**src/rtl/vtg_pkg.sv**
```systemverilog
package vtg_pkg;

    localparam int LW = 11;
    localparam int AW = 4;

    typedef logic [LW-1:0] line_t;
    typedef logic [LW:0]   line_ext_t;

    localparam line_ext_t ONE_EXT = line_ext_t'(1);

    typedef enum logic [AW-1:0] {
        A_TOTAL  = 4'd0,
        A_VS1    = 4'd1,
        A_VS2    = 4'd2,
        A_VSLEN  = 4'd3,
        A_ACT1S  = 4'd4,
        A_ACT1E  = 4'd5,
        A_ACT2S  = 4'd6,
        A_ACT2E  = 4'd7,
        A_OFFSET = 4'd8,
        A_MODE   = 4'd9,
        A_POL    = 4'd10
    } reg_addr_e;

    // settings used by the line counter
    typedef struct packed {
        line_t total;
        line_t offset;
        logic  lock_en;
    } vtg_frame_t;

    // settings used by the output decoder
    typedef struct packed {
        line_t vs1_start;
        line_t vs2_start;
        line_t vs_len;
        line_t act1_start;
        line_t act1_end;
        line_t act2_start;
        line_t act2_end;
        logic  interlace;
        logic  vs_hi;
        logic  vb_inv;
        logic  fld_inv;
    } vtg_shape_t;

    typedef struct packed {
        vtg_frame_t frame;
        vtg_shape_t shape;
    } vtg_cfg_t;

    localparam vtg_cfg_t CFG_DEFAULT = '{
        frame: '{total: 11'd525, offset: 11'd0, lock_en: 1'b0},
        shape: '{vs1_start: 11'd3, vs2_start: 11'd265, vs_len: 11'd3,
                 act1_start: 11'd20, act1_end: 11'd263,
                 act2_start: 11'd283, act2_end: 11'd525,
                 interlace: 1'b1, vs_hi: 1'b0, vb_inv: 1'b0, fld_inv: 1'b0}
    };

    function automatic logic in_span(line_t ln, line_t first, line_t stop);
        return (ln >= first) && (ln < stop);
    endfunction

    function automatic logic in_len(line_t ln, line_t start, line_t len);
        line_ext_t stop;
        stop = {1'b0, start} + {1'b0, len};
        return ({1'b0, ln} >= {1'b0, start}) && ({1'b0, ln} < stop);
    endfunction

    function automatic line_t wrap_offset(line_t off, line_t tot);
        return (tot == '0) ? '0 : (off % tot);
    endfunction

endpackage

```
**src/rtl/vtg_regs.sv**
```systemverilog
module vtg_regs
    import vtg_pkg::*;
#(
    parameter vtg_cfg_t CFG_INIT = CFG_DEFAULT
) (
    input  logic            clk,
    input  logic            rst,
    input  logic            cfg_we,
    input  logic [AW-1:0]   cfg_addr,
    input  logic [LW-1:0]   cfg_wdata,
    input  logic            frame_start,
    output vtg_cfg_t        cfg_act
);

    vtg_cfg_t cfg_stage;

    always_ff @(posedge clk) begin
        if (rst) begin
            cfg_stage <= CFG_INIT;
        end else if (cfg_we) begin
            case (cfg_addr)
                A_TOTAL:  cfg_stage.frame.total      <= cfg_wdata;
                A_VS1:    cfg_stage.shape.vs1_start  <= cfg_wdata;
                A_VS2:    cfg_stage.shape.vs2_start  <= cfg_wdata;
                A_VSLEN:  cfg_stage.shape.vs_len     <= cfg_wdata;
                A_ACT1S:  cfg_stage.shape.act1_start <= cfg_wdata;
                A_ACT1E:  cfg_stage.shape.act1_end   <= cfg_wdata;
                A_ACT2S:  cfg_stage.shape.act2_start <= cfg_wdata;
                A_ACT2E:  cfg_stage.shape.act2_end   <= cfg_wdata;
                A_OFFSET: cfg_stage.frame.offset     <= cfg_wdata;
                A_MODE: begin
                    cfg_stage.shape.interlace <= cfg_wdata[0];
                    cfg_stage.frame.lock_en   <= cfg_wdata[1];
                end
                A_POL: begin
                    cfg_stage.shape.vs_hi   <= cfg_wdata[0];
                    cfg_stage.shape.vb_inv  <= cfg_wdata[1];
                    cfg_stage.shape.fld_inv <= cfg_wdata[2];
                end
                default: ;
            endcase
        end
    end

    always_ff @(posedge clk) begin
        if (rst) begin
            cfg_act <= CFG_INIT;
        end else if (frame_start) begin
            cfg_act <= cfg_stage;
        end
    end

    AST_CFG_HOLD: assert property (@(posedge clk) disable iff (rst)
        !frame_start |=> (cfg_act == $past(cfg_act)));

endmodule

```
**src/rtl/vtg_line_counter.sv**
```systemverilog
module vtg_line_counter
    import vtg_pkg::*;
(
    input  logic        clk,
    input  logic        rst,
    input  logic        line_en,
    input  logic        ref_vpulse,
    input  vtg_frame_t  frm,
    output line_t       line_q,
    output logic        frame_start,
    output logic        lock_lost
);

    logic      ref_d;
    logic      ref_load;
    logic      at_last;
    line_ext_t since_q;
    line_ext_t since_inc;
    line_ext_t total_ext;

    assign total_ext   = {1'b0, frm.total};
    assign ref_load    = frm.lock_en && ref_vpulse && !ref_d;
    assign at_last     = ({1'b0, line_q} + ONE_EXT) >= total_ext;
    assign frame_start = line_en && !ref_load && at_last;
    assign since_inc   = since_q + ONE_EXT;

    always_ff @(posedge clk) begin
        if (rst) begin
            line_q <= '0;
            ref_d  <= 1'b0;
        end else begin
            ref_d <= ref_vpulse;
            if (ref_load) begin
                line_q <= wrap_offset(frm.offset, frm.total);
            end else if (line_en) begin
                line_q <= at_last ? '0 : (line_q + line_t'(1));
            end
        end
    end

    // lines since the last reference edge, saturating just above one frame
    always_ff @(posedge clk) begin
        if (rst) begin
            since_q   <= '0;
            lock_lost <= 1'b0;
        end else begin
            if (ref_load) begin
                since_q <= '0;
            end else if (line_en && (since_q <= total_ext)) begin
                since_q <= since_inc;
            end
            if (!frm.lock_en) begin
                lock_lost <= 1'b0;
            end else if (ref_load) begin
                lock_lost <= 1'b0;
            end else if (line_en && (since_inc > total_ext)) begin
                lock_lost <= 1'b1;
            end
        end
    end

    AST_LINE_RANGE: assert property (@(posedge clk) disable iff (rst)
        (frm.total != '0) |-> (line_q < frm.total));

    AST_WRAP_ZERO: assert property (@(posedge clk) disable iff (rst)
        (line_en && !ref_load && ({1'b0, line_q} + ONE_EXT == total_ext))
        |=> (line_q == '0));

    AST_REF_LOAD: assert property (@(posedge clk) disable iff (rst)
        (frm.lock_en && ref_vpulse && !ref_d)
        |=> (line_q == $past(wrap_offset(frm.offset, frm.total))));

    AST_REF_IGNORED: assert property (@(posedge clk) disable iff (rst)
        (!frm.lock_en && !line_en) |=> (line_q == $past(line_q)));

    AST_LOST_OFF: assert property (@(posedge clk) disable iff (rst)
        !frm.lock_en |=> !lock_lost);

endmodule

```
**src/rtl/vtg_decode.sv**
```systemverilog
module vtg_decode
    import vtg_pkg::*;
(
    input  logic        clk,
    input  logic        rst,
    input  line_t       line_q,
    input  vtg_shape_t  shp,
    output logic        vsync_o,
    output logic        vblank_o,
    output logic        field_o
);

    logic f1_q;
    logic vs_first;
    logic vs_second;
    logic vs_act;
    logic video_act;
    logic field_now;

    always_comb begin
        vs_first  = in_len(line_q, shp.vs1_start, shp.vs_len);
        vs_second = shp.interlace && in_len(line_q, shp.vs2_start, shp.vs_len);
        vs_act    = vs_first || vs_second;
        video_act = in_span(line_q, shp.act1_start, shp.act1_end) ||
                    (shp.interlace && in_span(line_q, shp.act2_start, shp.act2_end));
        if (!shp.interlace) begin
            field_now = 1'b0;
        end else if (line_q == shp.vs1_start) begin
            field_now = 1'b1;
        end else if (line_q == shp.vs2_start) begin
            field_now = 1'b0;
        end else begin
            field_now = f1_q;
        end
    end

    always_ff @(posedge clk) begin
        if (rst) begin
            f1_q     <= 1'b0;
            vsync_o  <= 1'b1;
            vblank_o <= 1'b1;
            field_o  <= 1'b0;
        end else begin
            f1_q     <= field_now;
            vsync_o  <= shp.vs_hi ? vs_act : !vs_act;
            vblank_o <= (!video_act) ^ shp.vb_inv;
            field_o  <= field_now ^ shp.fld_inv;
        end
    end

    AST_FIELD_AT_VS: assert property (@(posedge clk) disable iff (rst)
        ((field_o != $past(field_o)) && $past(shp.interlace) && $past(shp.interlace, 2) &&
         ($past(shp.fld_inv) == $past(shp.fld_inv, 2)) && ($past(shp.vs_len) != '0))
        |-> (vsync_o == $past(shp.vs_hi)));

    AST_PROG_FIELD: assert property (@(posedge clk) disable iff (rst)
        !shp.interlace |=> (field_o == $past(shp.fld_inv)));

endmodule

```
**src/rtl/vtiming_gen.sv**
```systemverilog
module vtiming_gen #(
    parameter vtg_pkg::vtg_cfg_t CFG_INIT = vtg_pkg::CFG_DEFAULT
) (
    input  logic                      clk,
    input  logic                      rst,
    input  logic                      line_en,
    input  logic                      ref_vpulse,
    input  logic                      cfg_we,
    input  logic [vtg_pkg::AW-1:0]    cfg_addr,
    input  logic [vtg_pkg::LW-1:0]    cfg_wdata,
    output logic                      vsync_o,
    output logic                      vblank_o,
    output logic                      field_o,
    output logic                      lock_lost_o
);

    vtg_pkg::vtg_cfg_t cfg_act;
    vtg_pkg::line_t    line_q;
    logic              frame_start;

    vtg_regs #(.CFG_INIT(CFG_INIT)) i_regs (
        .clk         (clk),
        .rst         (rst),
        .cfg_we      (cfg_we),
        .cfg_addr    (cfg_addr),
        .cfg_wdata   (cfg_wdata),
        .frame_start (frame_start),
        .cfg_act     (cfg_act)
    );

    vtg_line_counter i_count (
        .clk         (clk),
        .rst         (rst),
        .line_en     (line_en),
        .ref_vpulse  (ref_vpulse),
        .frm         (cfg_act.frame),
        .line_q      (line_q),
        .frame_start (frame_start),
        .lock_lost   (lock_lost_o)
    );

    vtg_decode i_decode (
        .clk      (clk),
        .rst      (rst),
        .line_q   (line_q),
        .shp      (cfg_act.shape),
        .vsync_o  (vsync_o),
        .vblank_o (vblank_o),
        .field_o  (field_o)
    );

    AST_RESET_OUTS: assert property (@(posedge clk)
        $past(rst) && rst |=> (vsync_o && vblank_o && !field_o && !lock_lost_o));

endmodule

```
**config.mk**
```make
export PLATFORM = sky130hd
export DESIGN_NAME = vtiming_gen
export DESIGN_NICKNAME = d
export VERILOG_FILES = /design/src/rtl/vtg_pkg.sv /design/src/rtl/vtg_regs.sv /design/src/rtl/vtg_line_counter.sv /design/src/rtl/vtg_decode.sv /design/src/rtl/vtiming_gen.sv
export SDC_FILE = /design/constraint.sdc
export NUM_CORES = 1
export LEC_CHECK = 0
export ABC_CLOCK_PERIOD_IN_PS = 18000
export BUFFER_PORTS_ARGS = -buffer_cell sky130_fd_sc_hd__buf_2
export CORE_ASPECT_RATIO = 0.9
export CORE_UTILIZATION = 35
export DETAILED_ROUTE_END_ITERATION = 10
export GPL_TIMING_DRIVEN = 0
export SLEW_MARGIN = 10
export SYNTH_ARGS = -nofsm -noshare
export SYNTH_HDL_FRONTEND = slang
export SYNTH_SLANG_ARGS = --single-unit
```
**constraint.sdc**
```tcl
create_clock -name clk -period 18 [get_ports clk]
set_input_delay 3.6 -clock clk [delete_from_list [all_inputs] [get_ports clk]]
set_output_delay 3.6 -clock clk [all_outputs]
set_load 0.02 [all_outputs]
```
# After elaboration in Yosys (flattened, before gate mapping)
# Cells that the tools add are included.
[totals]
ff_bits = 237
inputBits = 20
out_inout_bits = 4
wordCells = 110
[op_classes]
add_sub_neg = 5
div = 1
magnitude_cmp = 11
n_eq_ne = 12
muxes = 8
bitwise_logic = 3
reduce_logical = 34
[op_table]
columns = ["operator", "count"]
rows = [
  ["$ge 11x11->1", 4],
  ["$mux 11", 4],
  ["$add 11x11->12", 2],
  ["$lt 11x12->1", 2],
  ["$eq 11x11->1", 2],
  ["$lt 11x11->1", 2],
  ["$reduce_and 2->1", 11],
  ["$eq 4x3->1 const B", 4],
  ["$add 11x1->12 const B", 1],
  ["$add 12x1->12 const B", 1],
  ["$eq 4x4->1 const B", 3],
  ["$ge 12x11->1", 1],
  ["$gt 12x11->1", 1],
  ["$le 12x11->1", 1],
  ["$logic_and 1x1->1", 12],
  ["$add 11x1->11 const B", 1],
  ["$logic_not 11->1", 1],
  ["$mod 11x11->11", 1],
  ["$eq 4x2->1 const B", 2],
  ["$eq 4x1->1 const B", 1],
  ["$logic_not 1->1", 4],
  ["$logic_not 4->1", 1],
  ["$mux 1", 4],
  ["$reduce_or 3->1", 1],
  ["5 further kinds", 7],
]

# Logic depth before layout (Yosys ltp)
# Gate-level depths: netlist of run 1.
[depth]
ltp_word = 7
ltp_mapped = 82
ltp_nobuf = 77

# Cells and area by module
# A second synthesis of run 1 with hierarchy kept.
[unflattened]
hier_cells = 1882
hier_area_um2 = 16570.9
[modules_own_cells]
columns = ["module", "n_inst", "cells_per_inst", "area_each_um2", "seq_area_each_um2"]
rows = [
  ["vtg_regs", 1, 713, 7759.9, 4164.0],
  ["vtg_line_counter", 1, 760, 5701.7, 500.5],
  ["vtg_decode", 1, 409, 3109.2, 80.1],
]

# Worst setup path after synthesis of run 1
# OpenSTA, ideal clock, no wires.
[synth_path]
path_kind = "register -> register"
start = "register, netlist name i_regs.cfg_act[93]"
end = "register i_count.line_q[2]"
setup_ns = 0.132
arrival_time_ns = 16.043
required_ns = 17.868
slack_ns = 1.825
stages_incl_launch_ff = 75
n_path_buf = 5
synth_period_minus_slack_ns = 16.175
cell_sequence = "dfxtp_1 inv_1 ha_1 a31oi_1 ha_1 or3_1 nand2_1 o21ai_0 ha_1 or2_2 o2111ai_1 o41ai_1 a22o_1 ha_1 a21boi_0 o21a_1 a211oi_1 o21bai_1 (+39 left out) nor4_1 a21oi_1 a21oi_1 clkbuf_1 clkbuf_1 nor2_1 a21o_1 inv_1 ha_1 and4_1 a21oi_1 a21oi_1 and4_1 nor4_2 clkbuf_1 o21ai_0 a21oi_1 o22ai_1"
[synth_via]
elab_chain_cells = 4
elab_cells_between_ends = 7
classes_between = "div: 1; order compare: 1; mux: 4; reduce/logical: 1"
[synth_lines]
columns = ["item", "line", "text"]
rows = [
  ["branches (longest 3 deep; another with $mod 11x11->11)", "--", ""],
  ["$mux 11 (*)", "vtg_line_counter.sv:33", "if (ref_load) begin"],
  ["end signal, assigned", "vtg_line_counter.sv:34", "line_q <= wrap_offset(frm.offset, frm.total);"],
  ["end signal, assigned", "vtg_line_counter.sv:36", "line_q <= at_last ? '0 : (line_q + line_t'(1));"],
  ["end, declared", "vtg_line_counter.sv:9", "output line_t line_q,"],
]
# Every way passes the cells marked *. The select of a mux whose other input is x is not followed.
# A chain may end at the register's enable or synchronous reset.

# Final worst setup path of run 1
[layout_path]
start = "register, netlist name i_regs.cfg_act[103]"
end = "register i_count.line_q[9]"
[layout_via]
elab_chain_cells = 4
elab_cells_between_ends = 7
classes_between = "div: 1; order compare: 1; mux: 4; reduce/logical: 1"
[layout_lines]
columns = ["item", "line"]
rows = [
  ["branches (longest 3 deep; another with $mod 11x11->11)", "--"],
  ["$mux 11 (*)", "vtg_line_counter.sv:33"],
]
# Marks and branches as above.

==> metrics.md, run 1 <==
| Metric | Value |
|---|---|
| Setup violations, final | 0 |
| Utilization after layout | between 40% and 50% |
| Hold path cells | 2 |
| Hold Path End | i_regs.cfg_act[78] |
| Yosys cell types | 74 |
| Clock Latency Late Sink | ~0.57 ns |
| Starting Density | between 30% and 40% |
| Top post-synthesis cells by area | dfxtp_1, ha_1, nand2_1, a21oi_1, nor2_1 |
| Skew final | 0.0189 ns |
| Reg2reg start | i_regs.cfg_act[103] |
| Vias in the first global route | 13617 |
| Initial antenna violation count | 2 |
| Top-count cell post-synth | nand2_1 |
| Layout area overhead | 12.4% |
| Worst EP required | roughly 18 ns |
| Final Hold Viols | 0 |
| Hold Path Class | reg -> reg |
| Comb pwr share | between 4 and 5% |
| Clk root buf | clkbuf_16 |
| Max_slew headroom | 23.4% |
| Placed instance area | about 17000 um^2 |
| PD cells | roughly 63 nW/um^2 |
| CP dominant cell by count | ha_1 |
| FP Rows | 73 |
| Die Y | between 200 and 250 um |
| Share of cells above drive strength 1 | under 10% |
| Slowest cell on crit path | a221o_1 |
| Sequential cell area | about 4700 um^2 |
| Mean Syn Cell Area | just under 8 um^2 |
| Crit start category | register |
| P_int | about 0.00086 W |
| Crit path max fanout | 10 |
| Filler instances | 4568 |
| Worst hold start | i_regs.cfg_stage[78] |
| First-pass GRT wire length | 75.4 mm |
| Outcome | complete, no violations |
| Number of synthesized register bits | 237 |
| Crit-path max cell delay | 0.42 ns |
| Hold-fix buffers, CTS | 0 |
| R2R cell count | 74 |
| Final Max Slew Viols | 0 |
| TritonCTS clock tree | built |
| Worst R2R End | i_count.line_q[9] |
| Max Cap Viol | 0 |
| Overflow after GRT | 0 |
| Area leader, netlist | dfxtp_1 |
| R2r setup slk | 0.73 ns |
| Sw power | roughly 0.00027 W |
| Nets@finish | approximately 2300 |
| Synth top area share | roughly 30% |
| Sw Share | between 20% and 30% |
| Core box area | about 44000 um^2 |
| Worst path arrival time | between 15 and 20 ns |
| TritonCTS Buffers | 26 |
| Mapped cell area | between 15000 and 20000 um^2 |
| Fmax | roughly 58 MHz |
| Clock share of power | approximately 48% |
| GP Congestion | around 0.9 |
| Main synth FF type | dfxtp_1 |
| Ys Warns | 0 |
| Vias | between 10000 and 15000 |
| Seq pwr share | a little under half |
| Minimum clock period | 17.27 ns |
| 1st-iter DRT viols | 1106 |
| Gr usage total | 21.1% |
| Final instance area | roughly 18000 um^2 |
| Routed WL per cell | 18.3 um |
| Crit Path Category | reg -> reg |
| Final worst path period share | a little over nine tenths |
| # clock sinks | around 240 |
| Slew @ Worst Pin | 1.15 ns |
| I/O Buffers | 11 |
| EDFF count, synth | 0 |
| Detailed Routing Iterations Pass 1 | 6 |
| Clock buffer depth | 3 |
| DRC viols | 0 |
| Sequential element share of the synthesized area | 29.9% |
| Multi-input combinational cell area | ~11000 um^2 |
| Max IR drop VDD | between 0.05 and 0.06 mV |
| Synth Instances | ~2000 |
| Tot Pwr | 0.00112 W |
| Final WL | about 49 mm |
| Async set or reset register ratio after synthesis | 0% |
| Clock slew at reported path FFs | ~0.07 ns |
| # H-tree levels | 1 |
| Die footprint | around 46000 um^2 |
| Largest net degree at the start of global routing | 15 |
| Crit end category | register |
| Die Span X | between 200 and 250 um |
| Most frequent cells after synthesis | nand2_1, dfxtp_1, ha_1 |
| Net Count, Synth | ~2200 |
| IO Count | 24 |
| Pleak | 7.66 nW |
| DP HPWL | between 30 and 40 mm |
| Drt via density | 5.41 |
| DRT antenna net count | 0 |
[final cells by class]
| type | count | share of cell area [%] |
|---|---|---|
| multi-input cells | 1551 | 59.2 |
| flip-flops and latches | 237 | 26.6 |
| well taps | 600 | 4.21 |
| clock buffers | 35 | 3.90 |
| inverters | 112 | 2.38 |
| plain buffers | 93 | 2.09 |
| clock inverters | 9 | 0.828 |
| repair buffers | 22 | 0.772 |
| diodes | 2 | 0.0281 |
[cells by family after synthesis]
logic type | Yosys count | share of synthesized area, %
muxes | 52 | 3.37
xor gates and xnor gates | 84 | 4.64
AOI/OAI and AO/OA | 487 | 19.6
DFF | 237 | 29.9
adders and majority gates | 211 | 16.8
and+or+nand+nor | 717 | 20.8
buffers and inverters | 205 | 4.93
[power groups by stage]
stage	logic (W)	clock network, W	registers [W]
floorplan	0.0000290	0	0.000543
finish	0.0000479	0.000541	0.000533
CTS	0.0000473	0.000547	0.000533
global placement	0.0000463	0	0.000545
global route	0.0000516	0.000570	0.000534
detailed placement	0.0000471	0	0.000545
[cell usage in the layout, fill, tap and decap left out, types with 14 or more instances in the layout]
cell type	n
clkbuf_1	86
a21o_1	35
o21a_1	24
mux2i_1	43
a21oi_1	189
nand3_1	20
inv_1	110
buf_2	14
nor3_1	28
o21ai_0	68
nand2_1	342
xnor2_1	55
dfxtp_1	236
xor2_1	29
and2_1	15
nor2_1	149
a211o_1	32
nand2b_1	21
nand3b_1	28
o211ai_1	14
and3_1	20
clkbuf_16	26
nor2b_1	25
ha_1	208
a211oi_1	17
nand4_1	15
[sequential cells by signal, summed over array words and instances, names as in the netlist]
name / cells
i_count.line_q: 11
i_count.lock_lost: 1
i_count.ref_d: 1
i_count.since_q: 12
i_decode.f1_q: 1
i_decode.field_o: 1
i_decode.vblank_o: 1
i_decode.vsync_o: 1
i_regs.cfg_act: 104
i_regs.cfg_stage: 104
[metrics by stage]
step	worst slack, ns	hold WS (ns)	std cells	setup TNS (ns)
final	0.729	0.448	2661	0
after global routing	-0.144	0.464	2659	-0.620
after CTS	0.204	0.435	2655	0
after detailed placement	-1.84	0.439	2604	-17.32
after global placement	-1.42	0.430	2604	-12.72
after floorplan	1.82	0.427	1993	0
[timing repair]
item / 4_1_cts / 5_1_grt
cloned: 0 / 0
gates resized for setup: 19 / 36
hold endpoints to repair: 0 / 0
endpoints found under the setup margin: 11 / 11
setup buffers: 7 / 4
pin swaps: 2 / 7
[worst max path at each step]
stage	startpoint	endpoint	slack, ns	cells after the start
6_report	i_regs.cfg_act[103]	i_count.line_q[9]	0.73	74
5_1_grt	i_regs.cfg_act[103]	i_count.line_q[9]	-0.14	76
4_1_cts	i_regs.cfg_act[103]	i_count.line_q[9]	0.20	75
3_5_place_dp	i_regs.cfg_act[93]	i_count.line_q[2]	-1.84	73
3_3_place_gp	i_regs.cfg_act[93]	i_count.line_q[2]	-1.42	73
2_1_floorplan	i_regs.cfg_act[93]	i_count.line_q[2]	1.82	74
[metal layers]
| metal | wire length, um | up-vias | track usage (%) |
|---|---|---|---|
| met1 | 23300 | 6859 | 29.6 |
| li1 | - | 7095 | - |
| met2 | 21400 | 342 | 33.1 |
| met4 | 1330 | 0 | 5.77 |
| met5 | 0 | - | 0 |
| met3 | 2790 | 94 | 3.46 |
[worst max-delay path, delay by kind of cell (launching register included)]
kind / cells / cell delay [ns]
compound gates: 34 / 7.39
simple gates: 19 / 4.09
fa+ha+maj: 10 / 3.32
buf+inv: 10 / 1.69
mux: 1 / 0.31
flops: 1 / 0.29
Power figures use the tool's default switching activity.
==> inputs of run 2 (changes only) <==
Settings changed: CELL_PAD_IN_SITES_DETAIL_PLACEMENT set to 1, CELL_PAD_IN_SITES_GLOBAL_PLACEMENT set to 1, PLACE_DENSITY_LB_ADDON set to 0.1.
==> run 2 against run 1 <==
Routed wire length up 17%. Core utilization up 0.66 points. Via count up 1.0%. Critical path depth down 3. Clock-buffer cell count up 6. Cell count up 0.56%. Power up 5.1%. Clock skew up 0.0041 ns. Clock power up 10%.
==> metrics.md, run 2 (synthesized netlist as in run 1, its figures left out) <==
| Metric | Value |
|---|---|
| Routed WL per cell | 21.3 um (+16%) |
| Hold-fix buffers, CTS | 0 (unchanged) |
| Starting Density | 35.7% (unchanged) |
| Outcome | complete, no violations |
| Seq pwr share | 45.3% (-2.2 points) |
| Drt via density | 5.43 (+0.44%) |
| P_int | 0.000895 W (+4.5%) |
| Gr usage total | 24.7% (+3.6 points) |
| Initial antenna violation count | 1 (-1) |
| Clock buffer depth | 3 (unchanged) |
| R2R cell count | 71 (-4.1%) |
| Worst path arrival time | 17.62 ns (-0.09 ns) |
| Layout area overhead | 14.3% |
| Die footprint | 46200 um^2 (unchanged) |
| # clock sinks | 237 (unchanged) |
| Filler instances | 5408 (+18%) |
| Skew final | 0.0231 ns (+0.00415 ns) |
| PD cells | 65.1 nW/um^2 (+3.4%) |
| DRT antenna net count | 0 (unchanged) |
| Clk root buf | clkbuf_16 |
| Minimum clock period | 17.20 ns (-0.0706 ns) |
| Regs by FF count | i_regs.cfg_act x104, i_regs.cfg_stage x104, i_count.since_q x12 |
| 1st-iter DRT viols | 740 (-33%) |
| Max IR drop VDD | 0.0612 mV (+7.3%) |
| Crit-path max cell delay | 0.49 ns (+0.07 ns) |
| Hold path cells | 1 (-1) |
| Comb pwr share | 4.3% (about the same) |
| CP dominant cell by count | ha_1 |
| IO Count | 24 (unchanged) |
| DRC viols | 0 (unchanged) |
| # H-tree levels | 1 (unchanged) |
| Tot Pwr | 0.00118 W (+5.1%) |
| Max Cap Viol | 0 (unchanged) |
| Die Span X | 226 um (unchanged) |
| Crit Path Category | reg -> reg |
| Final WL | 57.0 mm (+17%) |
| Crit path max fanout | 10 (unchanged) |
| Sw power | 0.000284 W (+7.1%) |
| Diodes inserted | 0 (-2) |
| Slew @ Worst Pin | 1.21 ns (+0.0626 ns) |
| Share of cells above drive strength 1 | 7.90% (+1.5 points) |
| I/O Buffers | 11 (unchanged) |
| Sw Share | 24.1% (+0.45 points) |
| TritonCTS Buffers | 29 (+12%) |
| Hold Path Class | reg -> reg |
| Slowest cell on crit path | a2111oi_2 |
| GP Congestion | 0.829 (-6.2%) |
| Cells after DPL | 2604 (unchanged) |
| DP HPWL | 42.7 mm (+20%) |
| Clock share of power | 50.5% (+2.3 points) |
| Vias in the first global route | 14586 (+7.1%) |
| Clock Latency Late Sink | 0.58 ns (about the same) |
| Worst EP required | 18.42 ns (-0.02 ns) |
| Final worst path period share | 95.6% (-0.39 points) |
| TritonCTS clock tree | built |
| Overflow after GRT | 0 (unchanged) |
| Largest net degree at the start of global routing | 16 (+1) |
| Detailed Routing Iterations Pass 1 | 5 (-1) |
| First-pass GRT wire length | 86.8 mm (+15%) |
| Crit start category | register |
| Final Hold Viols | 0 (unchanged) |
| Fmax | 58.1 MHz (+0.41%) |
| Die Y | 204 um (unchanged) |
| Pleak | 7.78 nW (+1.6%) |
| Commonest cells after routing, fill and taps aside | nand2_1, dfxtp_1, ha_1 |
| Commonest non-fill, non-tap cell in the layout | nand2_1 |
| Clock slew at reported path FFs | 0.06 ns (about the same) |
| Core box area | 44400 um^2 (unchanged) |
| Layout Cells excl Fill | 2676 (+0.56%) |
| Max_slew headroom | 19.3% (-4.0 points) |
| Nets@finish | 2288 (+0.62%) |
| Vias | 14535 (+1.0%) |
| FP Rows | 73 (unchanged) |
| Setup violations, final | 0 (unchanged) |
| Crit end category | register |
| Final Max Slew Viols | 0 (unchanged) |
run 2: worst max-delay path, delay by kind of cell, from the launching register on:
family	cells	cell delay (ns)
compound gates	36	7.39
simple gates	17	4.29
fa+ha+maj	10	3.23
buf+inv	7	1.32
mux	1	0.38
flops	1	0.33
run 2: area by class of cell:
class | instances | area (um^2) | share of cell area [%]
Multi-Input combinational cell | 1551 | 10600 | 58.7
Sequential cell | 237 | 4750 | 26.2
Timing Repair Buffer | 33 | 220 | 1.22
Tap cell | 600 | 751 | 4.14
Clock inverter | 9 | 115 | 0.635
Inverter | 112 | 428 | 2.36
Buffer | 93 | 379 | 2.09
Clock buffer | 41 | 841 | 4.64
run 2: worst paths after layout:
| check | from | to | slack [ns] |
|---|---|---|---|
| worst max-delay path | i_regs.cfg_act[96] | i_count.line_q[2] | 0.80 |
| worst min-delay path | i_regs.cfg_stage[23] | i_regs.cfg_act[23] | 0.45 |
| worst max register to register | i_regs.cfg_act[96] | i_count.line_q[2] | 0.80 |
| worst min register to register | i_regs.cfg_stage[23] | i_regs.cfg_act[23] | 0.45 |
run 2: routing by layer:
| layer | vias to the layer above | GRT usage, % | share of wire (%) |
|---|---|---|---|
| li1 | 7117 | - | - |
| met1 | 7129 | 36.8 | 52 |
| met2 | 216 | 37.6 | 42 |
| met3 | 73 | 2.88 | 3.8 |
| met4 | 0 | 5.53 | 2.1 |
| met5 | - | 0 | 0 |
run 2: timing repair:
action,4_1_cts,5_1_grt
gates cloned,0,0
hold endpoints to repair,0,0
gates resized for setup,33,43
setup endpoints to repair,11,11
pin swaps,4,13
setup buffers,7,15
run 2: power groups by stage:
stage | Combinational, W | Clock (W) | Sequential, W
after floorplan | 0.0000290 | 0 | 0.000543
after global placement | 0.0000497 | 0 | 0.000545
after detailed placement | 0.0000505 | 0 | 0.000545
after CTS | 0.0000507 | 0.000606 | 0.000534
after global routing | 0.0000551 | 0.000628 | 0.000534
final | 0.0000506 | 0.000595 | 0.000534
run 2: metrics by stage:
step,TNS [ns],hold WS (ns),utilization (%),setup slack (ns),cell area (um^2)
5_1_grt,-0.0941,0.473,40.8,-0.0530,18100
3_5_place_dp,-29.58,0.441,37.5,-2.97,16700
6_report,0,0.448,40.8,0.800,18100
2_1_floorplan,0,0.427,-,1.82,15900
4_1_cts,0,0.455,40.1,0.0516,17800
3_3_place_gp,-25.76,0.433,37.5,-2.61,16700
